<file path="src/rtl/mbist_pkg.sv">
package mbist_pkg;

   typedef enum logic [3:0] {
      ST_START   = 4'd0,
      ST_M0_INIT = 4'd1,
      ST_M0_WR   = 4'd2,
      ST_M1_RD   = 4'd3,
      ST_M1_WR   = 4'd4,
      ST_M2_RD   = 4'd5,
      ST_M2_WR   = 4'd6,
      ST_ERROR   = 4'd7,
      ST_CORRECT = 4'd8
   } mbist_state_e;

   localparam int unsigned MARCH_ELEMS = 3;
   localparam int unsigned STATE_COUNT = 2 * MARCH_ELEMS + 3;

   // Second exponent K of a primitive trinomial x^W + x^K + 1; 0 = unsupported.
   function automatic int unsigned lfsr_tap(input int unsigned w);
      case (w)
         2, 3, 4, 6, 7: lfsr_tap = 1;
         5:             lfsr_tap = 2;
         9:             lfsr_tap = 4;
         10:            lfsr_tap = 3;
         11:            lfsr_tap = 2;
         default:       lfsr_tap = 0;
      endcase
   endfunction

endpackage

</file>
<file path="src/rtl/mbist_addr_stepper.sv">
module mbist_addr_stepper #(
   parameter int unsigned ADDR_W = 4
) (
   input  logic              clk,
   input  logic              rst_n,
   input  logic              load_i,
   input  logic              step_i,
   input  logic              down_i,
   output logic [ADDR_W-1:0] addr_o
);
   import mbist_pkg::*;

   localparam int unsigned TAP = lfsr_tap(ADDR_W);

   generate
      if (TAP == 0) begin : g_bad_width
         $error("mbist_addr_stepper: ADDR_W has no trinomial tap");
      end
   endgenerate

   logic [ADDR_W-1:0] q_r;
   logic [ADDR_W-1:0] q_up;
   logic [ADDR_W-1:0] q_dn;
   logic              up_zero;
   logic              dn_zero;

   always_comb begin
      up_zero = (q_r[ADDR_W-2:0] == '0);
      dn_zero = (q_r[ADDR_W-1:1] == '0);
      q_up    = {q_r[ADDR_W-2:0], q_r[ADDR_W-1] ^ q_r[TAP-1] ^ up_zero};
      q_dn    = {q_r[0] ^ q_r[TAP] ^ dn_zero, q_r[ADDR_W-1:1]};
   end

   always_ff @(posedge clk or negedge rst_n) begin
      if (!rst_n)      q_r <= '0;
      else if (load_i) q_r <= '0;
      else if (step_i) q_r <= down_i ? q_dn : q_up;
   end

   assign addr_o = q_r;

   p_load_zero_r5: assert property (@(posedge clk) disable iff (!rst_n)
      load_i |=> (addr_o == '0));

   p_hold_idle_r5: assert property (@(posedge clk) disable iff (!rst_n)
      (!load_i && !step_i) |=> $stable(addr_o));

   p_up_down_inverse_r5: assert property (@(posedge clk) disable iff (!rst_n)
      (step_i && !down_i && !load_i) ##1 (step_i && down_i && !load_i)
      |=> (addr_o == $past(addr_o, 2)));

endmodule

</file>
<file path="src/rtl/mbist_seq.sv">
module mbist_seq #(
   parameter int unsigned ADDR_W = 4
) (
   input  logic              clk,
   input  logic              rst_n,
   input  logic              start_i,
   input  logic              rdata_i,
   input  logic [ADDR_W-1:0] addr_i,
   output logic              load_o,
   output logic              step_o,
   output logic              down_o,
   output logic              we_o,
   output logic              re_o,
   output logic              wdata_o,
   output logic              busy_o,
   output logic              pass_o,
   output logic              fail_o
);
   import mbist_pkg::*;

   localparam logic [ADDR_W-1:0] LAST_UP = {1'b1, {(ADDR_W-1){1'b0}}};
   localparam logic [ADDR_W-1:0] LAST_DN = '0;

   initial begin
      if ($bits(mbist_state_e) < $clog2(STATE_COUNT))
         $error("mbist_seq: state type too narrow");
   end

   mbist_state_e st_r, st_nx;
   logic         mismatch;
   logic         at_up_end;
   logic         at_dn_end;

   assign at_up_end = (addr_i == LAST_UP);
   assign at_dn_end = (addr_i == LAST_DN);

   always_comb begin
      st_nx    = st_r;
      load_o   = 1'b0;
      step_o   = 1'b0;
      down_o   = 1'b0;
      we_o     = 1'b0;
      re_o     = 1'b0;
      wdata_o  = 1'b0;
      mismatch = 1'b0;
      unique case (st_r)
         ST_START, ST_ERROR, ST_CORRECT: begin
            if (start_i) st_nx = ST_M0_INIT;
         end
         ST_M0_INIT: begin
            load_o = 1'b1;
            st_nx  = ST_M0_WR;
         end
         ST_M0_WR: begin
            we_o   = 1'b1;
            step_o = 1'b1;
            if (at_up_end) st_nx = ST_M1_RD;
         end
         ST_M1_RD: begin
            re_o  = 1'b1;
            st_nx = ST_M1_WR;
         end
         ST_M1_WR: begin
            mismatch = (rdata_i != 1'b0);
            wdata_o  = 1'b1;
            if (mismatch) begin
               st_nx = ST_ERROR;
            end else begin
               we_o = 1'b1;
               if (at_up_end) begin
                  st_nx = ST_M2_RD;
               end else begin
                  step_o = 1'b1;
                  st_nx  = ST_M1_RD;
               end
            end
         end
         ST_M2_RD: begin
            re_o   = 1'b1;
            down_o = 1'b1;
            st_nx  = ST_M2_WR;
         end
         ST_M2_WR: begin
            mismatch = (rdata_i != 1'b1);
            down_o   = 1'b1;
            if (mismatch) begin
               st_nx = ST_ERROR;
            end else begin
               we_o = 1'b1;
               if (at_dn_end) begin
                  st_nx = ST_CORRECT;
               end else begin
                  step_o = 1'b1;
                  st_nx  = ST_M2_RD;
               end
            end
         end
         default: st_nx = ST_START;
      endcase
   end

   always_ff @(posedge clk or negedge rst_n) begin
      if (!rst_n) st_r <= ST_START;
      else        st_r <= st_nx;
   end

   assign busy_o = (st_r != ST_START) && (st_r != ST_ERROR) && (st_r != ST_CORRECT);
   assign pass_o = (st_r == ST_CORRECT);
   assign fail_o = (st_r == ST_ERROR);

   p_check_after_read_r6: assert property (@(posedge clk) disable iff (!rst_n)
      (st_r == ST_M1_WR || st_r == ST_M2_WR) |-> $past(re_o));

   p_pass_hold_r7: assert property (@(posedge clk) disable iff (!rst_n)
      (st_r == ST_CORRECT && !start_i) |=> (st_r == ST_CORRECT));

   p_fail_hold_r8: assert property (@(posedge clk) disable iff (!rst_n)
      (st_r == ST_ERROR && !start_i) |=> (st_r == ST_ERROR));

   p_start_ignored_r9: assert property (@(posedge clk) disable iff (!rst_n)
      (busy_o && start_i) |=> (st_r != ST_M0_INIT));

endmodule

</file>
<file path="src/rtl/mbist_matsp.sv">
module mbist_matsp #(
   parameter int unsigned ADDR_W = 4
) (
   input  logic              clk,
   input  logic              rst_n,
   input  logic              start_i,
   input  logic [ADDR_W-1:0] func_addr_i,
   input  logic              func_we_i,
   input  logic              func_re_i,
   input  logic              func_wdata_i,
   input  logic              ram_rdata_i,
   output logic [ADDR_W-1:0] ram_addr_o,
   output logic              ram_we_o,
   output logic              ram_re_o,
   output logic              ram_wdata_o,
   output logic              busy_o,
   output logic              pass_o,
   output logic              fail_o
);
   logic [ADDR_W-1:0] st_addr;
   logic              st_load;
   logic              st_step;
   logic              st_down;
   logic              bist_we;
   logic              bist_re;
   logic              bist_wdata;

   mbist_addr_stepper #(.ADDR_W(ADDR_W)) stepper_i (
      .clk    (clk),
      .rst_n  (rst_n),
      .load_i (st_load),
      .step_i (st_step),
      .down_i (st_down),
      .addr_o (st_addr)
   );

   mbist_seq #(.ADDR_W(ADDR_W)) seq_i (
      .clk     (clk),
      .rst_n   (rst_n),
      .start_i (start_i),
      .rdata_i (ram_rdata_i),
      .addr_i  (st_addr),
      .load_o  (st_load),
      .step_o  (st_step),
      .down_o  (st_down),
      .we_o    (bist_we),
      .re_o    (bist_re),
      .wdata_o (bist_wdata),
      .busy_o  (busy_o),
      .pass_o  (pass_o),
      .fail_o  (fail_o)
   );

   always_comb begin
      if (busy_o) begin
         ram_addr_o  = st_addr;
         ram_we_o    = bist_we;
         ram_re_o    = bist_re;
         ram_wdata_o = bist_wdata;
      end else begin
         ram_addr_o  = func_addr_i;
         ram_we_o    = func_we_i;
         ram_re_o    = func_re_i;
         ram_wdata_o = func_wdata_i;
      end
   end

   p_done_one_flag_r3: assert property (@(posedge clk) disable iff (!rst_n)
      $fell(busy_o) |-> (pass_o ^ fail_o));

   p_flags_clear_on_run_r10: assert property (@(posedge clk) disable iff (!rst_n)
      $rose(busy_o) |-> (!pass_o && !fail_o));

endmodule

</file>
<file path="config.mk">
export PLATFORM = sky130hd
export DESIGN_NAME = mbist_matsp
export DESIGN_NICKNAME = d
export VERILOG_FILES = /design/src/rtl/mbist_pkg.sv /design/src/rtl/mbist_addr_stepper.sv /design/src/rtl/mbist_seq.sv /design/src/rtl/mbist_matsp.sv
export SDC_FILE = /design/constraint.sdc
export NUM_CORES = 1
export LEC_CHECK = 0
export BUFFER_PORTS_ARGS = -buffer_cell sky130_fd_sc_hd__buf_2
export CORE_UTILIZATION = 25
export DETAILED_ROUTE_END_ITERATION = 8
export PLACE_DENSITY = 0.44
export REMOVE_ABC_BUFFERS = 1
export SLEW_MARGIN = 20
export SYNTH_ARGS = -nofsm -noshare
export SYNTH_HDL_FRONTEND = slang
export SYNTH_SLANG_ARGS = --single-unit
</file>
<file path="constraint.sdc">
create_clock -name clk -period 2.6 [get_ports clk]
set_input_delay 0.52 -clock clk [delete_from_list [all_inputs] [get_ports clk]]
set_output_delay 0.52 -clock clk [all_outputs]
set_load 0.01 [all_outputs]
</file>
# --- After elaboration in Yosys (flattened, before gate mapping) ---
# Index checks and enable logic that the tools add are counted.
totals:
  ff_bits: 8
  out_inout_bits: 10
op_classes:
  eq_ne: 13
  n_mux: 26
  n_bitwise: 4
  reduce_logical: 12
op_table:
  columns: ["op", "n"]
  rows:
  - ["two-way mux 4 bit", 9]
  - ["one-hot mux 4 bit (7 select lines)", 1]
  - ["== test 4 x 3 -> 1 bit, second input constant", 4]
  - ["two-way mux 1 bit", 13]
  - ["== test 4 x 2 -> 1 bit, second input constant", 2]
  - ["== test 4 bit, second input constant", 2]
  - ["logical NOT 4 bit", 2]
  - ["logical NOT 3 bit", 2]
  - ["one-hot mux 1 bit (3 select lines)", 2]
  - ["== test 4 x 1 -> 1 bit, second input constant", 1]
  - ["inequality test 4 x 3 -> 1 bit, second input constant", 1]
  - ["inequality test 4 bit, second input constant", 1]
  - ["nonzero test 4 bit", 1]
  - ["OR reduction 2 bit", 2]
  - ["bitwise XOR 1 bit", 4]
  - ["two-way mux 3 bit", 1]
  - ["OR reduction 3 bit", 1]
  - ["logical AND 1 bit", 2]
  - ["inequality test 2 x 1 -> 1 bit, second input constant", 1]
  - ["inequality test 2 bit, second input constant", 1]
  - ["AND reduction 2 bit", 1]
  - ["nonzero test 2 bit", 1]

# --- Depth between registers and ports, before layout ---
# Gate-level depths: netlist of run 1.
logic_depth:
  ltp_word: 6
  ltp_mapped: 6
  depth_no_buf: 6

# --- Modules after synthesis ---
# A second synthesis of run 1 with hierarchy kept.
unflattened:
  hier_cells: 91
  area_unflattened_um2: 783.3
by_module_without_submodules:
  columns: ["mod", "instances", "cells_per_inst", "area_per_inst_um2", "seq_area_each_um2"]
  rows:
  - ["mbist_seq", 1, 56, 405.4, 100.1]
  - ["mbist_addr_stepper", 1, 27, 261.5, 100.1]
  - ["mbist_matsp", 1, 8, 116.4, 0.0]

# --- Worst setup path before layout of run 1 ---
# Ideal clock, no wire load.
synth_path:
  path_kind: "flip-flop to output port"
  start: "reg seq_i.st_r[2]"
  end: "out ram_addr_o[0]"
  arrival_ns: 1.528
  required_ns: 2.080
  setup_slack_ns: 0.552
  stages_incl_launch_ff: 6
  n_path_buf: 1
  path_cell_list: "dfrtp_1 -> nand2b_1 -> buf_2 -> nor2_1 -> nor2_1 -> mux2_2"
synth_via:
  elab_chain_len: 4
synth_lines:
  columns: ["element", "line_no", "source"]
  rows:
  - ["start: declaration", "mbist_seq.sv:29", "mbist_state_e st_r, st_nx;"]
  - ["start signal: assignment", "mbist_seq.sv:104", "else st_r <= st_nx;"]
  - ["inequality test 4 x 3 -> 1 bit / nonzero test 4 bit (equally long branches)", "mbist_seq.sv:107", "assign busy_o = (st_r != ST_START) && (st_r != ST_ERROR) && (st_r != ST_CORRECT);"]
  - ["logical AND 1 bit", "mbist_seq.sv:107", null]
  - ["logical AND 1 bit *", "mbist_seq.sv:107", null]
  - ["via busy_o", "mbist_matsp.sv:16", "output logic busy_o,"]
  - ["two-way mux 4 bit *", "mbist_matsp.sv:55", "if (busy_o) begin"]
  - ["end: declaration", "mbist_matsp.sv:12", "output logic [ADDR_W-1:0] ram_addr_o,"]
# The timed path passes the listed nets; every way through them passes the cells marked *.

# --- Final worst setup path of run 1 ---
layout_path:
  start: "reg seq_i.st_r[1]"
  end: "out ram_addr_o[0]"
layout_via:
  elab_chain_len: 4
layout_lines:
  columns: ["element", "line_no"]
  rows:
  - ["inequality test 4 x 3 -> 1 bit / nonzero test 4 bit (equally long branches)", "mbist_seq.sv:107"]
  - ["logical AND 1 bit", "mbist_seq.sv:107"]
  - ["logical AND 1 bit *", "mbist_seq.sv:107"]
  - ["two-way mux 4 bit *", "mbist_matsp.sv:55"]
# Mark *: on every way between the ends. The rest lies on a longest branch, timed or not.

==> flow_summary.yaml, run 1 <==
status:
  status: "completed"
synth:
  synth.area.mux_share: 0.0989
  synth_compound_area_frac: 0.242
  synthXorXnorAreaFrac: 0.0769
  synthAdderAreaFrac: 0.0157
  netlist_area_um2: 797
  synth_top_family_by_area: "simple AND/OR/NAND/NOR gates"
  ys_top_cells_by_area: "dfrtp_1 25%, mux2_2 9.9%, nor2_1 5.7%"
  netlist_instances: 101
  ys_ff_latch: 8
  synth_top_area_share: 0.251
  yosysSeqAreaShare: 0.251
  synth_area_leader_cell: "dfrtp_1"
  synth_flop_cell: "dfrtp_1"
  synth_area_per_cell_um2: 7.89
  yosysWarnings: 0
  yosys.area_share.simple: 0.250
  synth_edf_count: 0
  synth_async_sr_flop_share: 1.00
  synth_cell_type_count: 35
power_and_ir_drop:
  p_comb_frac: 0.734
  swShare: 0.478
  vdd_drop_max_mv: 0.264
  switching_power_mw: 0.654
  p_leak_nw: 0.432
  clockPowerShare: 0.069
  p_seq_frac: 0.197
  power-per-cell-area_nw_per_um2: 1410
  p_int_mw: 0.714
place:
  port_buffers: 20
  globalplace.congestion: 0.780
  dp_slack_ns: 0.527
  hpwl_um: 1560
critical_path:
  reg2reg_depth: 6
  crit_chain: "nand2_1 -> nor2_1 -> nor2_1 -> mux2_2 -> buf_2"
  start_kind: "register"
  crit_family: "simple AND/OR/NAND/NOR gates"
  worst-path-stages: 5
  reg2reg_slack_ns: 0.70
  cp.arrival_ns: 1.81
  crit_top_cell: "nor2_1"
  path_max_fanout: 9
  worstReg2RegEnd: "stepper_i.addr_o[2]"
  timing.rr.start: "stepper_i.addr_o[1]"
  crit_path_start: "seq_i.st_r[1]"
  required_ns: 2.08
  crit_path_end_kind: "output port"
  crit_type: "register to output port"
  slowest_delay_ns: 0.47
  crit_end: "ram_addr_o[0]"
  crit_buf_inv: 1
  slowest_stage: "dfrtp_1"
clocking:
  cts_max_path_buffers: 2
  insertion_delay_ns: 0.25
  cts_htree_levels: 1
  cts_tree: "built"
  cts_sinks: 8
  cts_hold_buffers: 0
  clock-root-buffer: "clkbuf_4"
  cts_buffers: 3
  post_cts_resized: 0
  path_clk_slew_ns: 0.06
  postCtsSetupBuffers: 0
drt:
  dr_total_vias: 798
  wl_met1_um: 1010
  wl_met3_um: 52
  drt_iter0_markers: 20
  routed_wl_um: 2030
  wire_per_inst_um: 12.2
  met2_length_um: 962
  via_per_inst: 4.81
  drc: 0
  routed.top_layer: "met4"
  firstDrtPassIters: 4
  antenna_left: 0
floorplanning:
  initial_utilization: 0.263
  die_area_um2: 3420
  die_w_um: 58.5
  placementRows: 20
  die_h_um: 58.5
  core_um2: 3030
  io_pins: 21
layout:
  n_fill_cell: 340
  final_cell_mix: "20 x buf_2, 12 x nor2_1, 8 x a21oi_1, 8 x dfrtp_1"
  layout-drive-gt1-share: 0.295
  nets: 136
  layout_commonest_cell: "buf_2"
  area_growth_pct: 21.8
  diodes: 0
grt:
  grt_pass1_vias: 739
  grt_max_degree: 14
  track_usage: 0.132
  grt_first_pass_wirelength_um: 3390
  overflow: 0
  antenna_found_initial: 0
sta:
  fin_ws_ns: 0.273
  finalSetupViolCount: 0
  relSlewSlack: 0.721
  hold_viol_final: 0
  fmax_mhz: 430
  fin_setup_tns_ns: 0
  worst_pin_slew_ns: 0.416
  final.min_clock_period_ns: 2.33
  period_share: 0.895
  rsz0062_at_grt: "no"
  drv_slew: 0
  fin_worst_skew_ns: 0.00504
job:
  cap_violations: 0
min_path:
  min_path_type: "input pin to async pin"
## state kept, by name, summed over array words and instances, names as in the netlist
| signal | flops |
|---|---|
| stepper_i.addr_o | 4 |
| seq_i.st_r | 4 |
## how the worst min path moves through the flow
stage               startpoint  depth (start not counted)  slack, ns             endpoint
finish                   rst_n                          1       0.10  stepper_i.addr_o[3]
global route             rst_n                          1        0.1  stepper_i.addr_o[3]
CTS                      rst_n                          1        0.1  stepper_i.addr_o[3]
detailed placement       rst_n                          1       0.38  stepper_i.addr_o[1]
global placement         rst_n                          1       0.37  stepper_i.addr_o[0]
floorplan                rst_n                          0       0.22        seq_i.st_r[0]
## cell usage after synthesis, types with 2 or more instances
cell type,count
nand3_1,3
o21ai_0,6
inv_1,3
a22o_1,2
nor2b_1,4
a21o_1,2
nor2_1,12
nand3b_1,2
nand2b_1,2
mux2_2,7
nand2_1,7
and2_1,2
xor2_1,3
a21oi_1,8
o22ai_1,3
nor3_1,3
dfrtp_1,8
xnor2_1,4
clkbuf_1,2
buf_2,3
## logic make-up (layout without fill, tap and decap cells)
group	Yosys count	count (layout)
fa+ha+maj	1	1
flops	8	8
compound gates	29	29
xor+xnor	7	7
buf+inv	10	31
simple gates	39	39
mux	7	7
## cell type report
type / count / area [µm²] / share of cell area
multi-input cells: 83 / 544 / 0.561
flip-flops and latches: 8 / 200 / 0.206
repair buffers: 25 / 138 / 0.142
well taps: 44 / 55.1 / 0.0567
clock buffers: 3 / 22.5 / 0.0232
inverters: 3 / 11.3 / 0.0116
## through the flow
step	instances	cell area, µm²	hold WS (ns)	util	total power [mW]
3_3_place_gp	163	948	0.373	0.313	1.28
5_1_grt	166	971	0.0998	0.321	1.53
2_1_floorplan	94	756	0.224	-	0.973
6_report	166	971	0.104	0.321	1.37
3_5_place_dp	163	948	0.377	0.313	1.28
4_1_cts	166	971	0.0972	0.321	1.38
## power by group through the flow
stage               registers (mW)  logic, mW  clock network (mW)
floorplan                    0.294      0.679                   0
global placement             0.271       1.01                   0
detailed placement           0.270       1.01                   0
CTS                          0.267       1.01               0.100
global route                 0.280       1.14               0.108
finish                       0.269       1.00              0.0946
## layer usage
metal / track usage / vias up
li1: - / 410
met3: 0.0264 / 2
met1: 0.176 / 375
met2: 0.210 / 11
met5: 0 / -
met4: 0.0510 / 0
Note: power is estimated with default switching activity, not from simulation.
==> run 2, diff against run 1 <==
--- a/config.mk
+++ b/config.mk
@@ -10,6 +10,7 @@
 export DETAILED_ROUTE_END_ITERATION = 8
 export PLACE_DENSITY = 0.44
 export REMOVE_ABC_BUFFERS = 1
+export SETUP_SLACK_MARGIN = 0.15
 export SLEW_MARGIN = 20
 export SYNTH_ARGS = -nofsm -noshare
 export SYNTH_HDL_FRONTEND = slang
==> constraint.sdc (replaced) <==
create_clock -name clk -period 2.77 [get_ports clk]
set_input_delay 0.554 -clock clk [delete_from_list [all_inputs] [get_ports clk]]
set_output_delay 0.554 -clock clk [all_outputs]
set_load 0.01 [all_outputs]
==> run 2 against run 1 <==
Worst hold slack better by 0.025 ns. Routed wire length up 0.49%. Flip-flop and latch count stayed put. Design area decreased by 0.77%. Die area unchanged. Total power down 6.4%. Via count grew 2.9%. Non-clock buffer count decreased by 1. Clock power shrank 7.8%. Critical path depth stayed put. Clock-buffer cell count unchanged. Sequential share of layout area is 0.16 points higher. Largest cell class unchanged.
==> flow_summary.yaml, run 2 (synthesis gave the netlist of run 1 again) <==
layout:
  multi_input_area_um2: 544
  final_cell_mix: "20 x buf_2, 12 x nor2_1, 8 x a21oi_1, 8 x dfrtp_1"
  regArea_um2: 200
  utilization: 0.318
  area_growth_pct: 20.9
  layout-drive-gt1-share: 0.289
  nets: 135
  layout_commonest_cell: "buf_2"
  n_fill_cell: 330
  diodes: 0
grt:
  grt_first_pass_wirelength_um: 3430
  overflow: 0
  grt_pass1_vias: 765
  track_usage: 0.131
  antenna_found_initial: 0
  grt_max_degree: 14
sta:
  hold_viol_final: 0
  fin_worst_skew_ns: 0.0120
  final.min_clock_period_ns: 2.41
  period_share: 0.870
  relSlewSlack: 0.714
  finalSetupViolCount: 0
  worst_pin_slew_ns: 0.426
  whs_ns: 0.129
  fin_ws_ns: 0.359
  rsz0062_at_grt: "no"
  fmax_mhz: 415
  fin_setup_tns_ns: 0
  drv_slew: 0
critical_path:
  start_kind: "register"
  path_max_fanout: 11
  crit_path_end_kind: "output port"
  crit_type: "register to output port"
  required_ns: 2.22
  cp.arrival_ns: 1.86
floorplanning:
  die_w_um: 58.5
  io_pins: 21
  initial_utilization: 0.263
  core_um2: 3030
  die_area_um2: 3420
  die_h_um: 58.5
  placementRows: 20
drt:
  routed.top_layer: "met4"
  dr_total_vias: 821
  wire_per_inst_um: 12.4
  firstDrtPassIters: 4
  via_per_inst: 4.98
  drc: 0
  met2_length_um: 952
  antenna_left: 0
  wl_met3_um: 73
  drt_iter0_markers: 18
  wl_met1_um: 991
  routed_wl_um: 2040
power_and_ir_drop:
  vdd_drop_max_mv: 0.240
  power-per-cell-area_nw_per_um2: 1330
  p_leak_nw: 0.427
clocking:
  post_cts_resized: 0
  clock-root-buffer: "clkbuf_4"
  cts_buffers: 3
  cts_tree: "built"
  cts_sinks: 8
  insertion_delay_ns: 0.25
  postCtsSetupBuffers: 0
  cts_max_path_buffers: 2
  path_clk_slew_ns: 0.06
  cts_hold_buffers: 0
  cts_htree_levels: 1
place:
  hpwl_um: 1570
  globalplace.congestion: 0.800
  port_buffers: 20
  dp_slack_ns: 0.606
job:
  cap_violations: 0
status:
  status: "completed"
min_path:
  min_path_type: "input pin to async pin"
run 2: cell count changes in the layout (fill, tap and decap cells not counted):
cell,before,now
buf_4,5,4
run 2: worst paths after layout:
path | start | endpoint | slack [ns] | cells after the start
worst max register to register | seq_i.st_r[1] | stepper_i.addr_o[1] | 0.85 | 5
worst min register to register | stepper_i.addr_o[1] | stepper_i.addr_o[1] | 0.62 | 1
max in group asynchronous | rst_n | seq_i.st_r[1] | 2.46 | 1
worst max-delay path | seq_i.st_r[3] | ram_addr_o[0] | 0.36 | 5
min in group clk | stepper_i.addr_o[1] | stepper_i.addr_o[1] | 0.62 | 1
worst min-delay path | rst_n | stepper_i.addr_o[0] | 0.13 | 1
run 2: final cells by class:
type | instances | area share
flip-flops and latches | 8 | 0.208
multi-input cells | 83 | 0.565
clock buffers | 3 | 0.0234
repair buffers | 24 | 0.135
inverters | 3 | 0.0117
well taps | 44 | 0.0571
run 2: critical path, stage by stage (launching register included):
cell	delay [ns]
dfrtp_1	0.53
nand2b_1	0.17
nor2_1	0.07
nor2_1	0.32
mux2_2	0.37
buf_2	0.14
run 2: routing by layer:
metal  track usage  vias to the layer above
met5             0                        -
li1              -                      407
met3        0.0286                        4
met1         0.167                      394
met4        0.0680                        0
met2         0.207                       16
run 2: where the power goes:
part,internal (mW),total (mW),switching (mW)
Combinational,0.448,0.933,0.485
Clock,0.0495,0.0872,0.0377
Sequential,0.170,0.260,0.0905
Total,0.667,1.28,0.613
run 2: stage by stage:
step	std cells	power (mW)	instance area, µm²
final	165	1.28	963
after detailed placement	162	1.19	941
after floorplan	94	0.913	756
after global routing	165	1.41	963
after global placement	162	1.20	941
after CTS	165	1.29	963
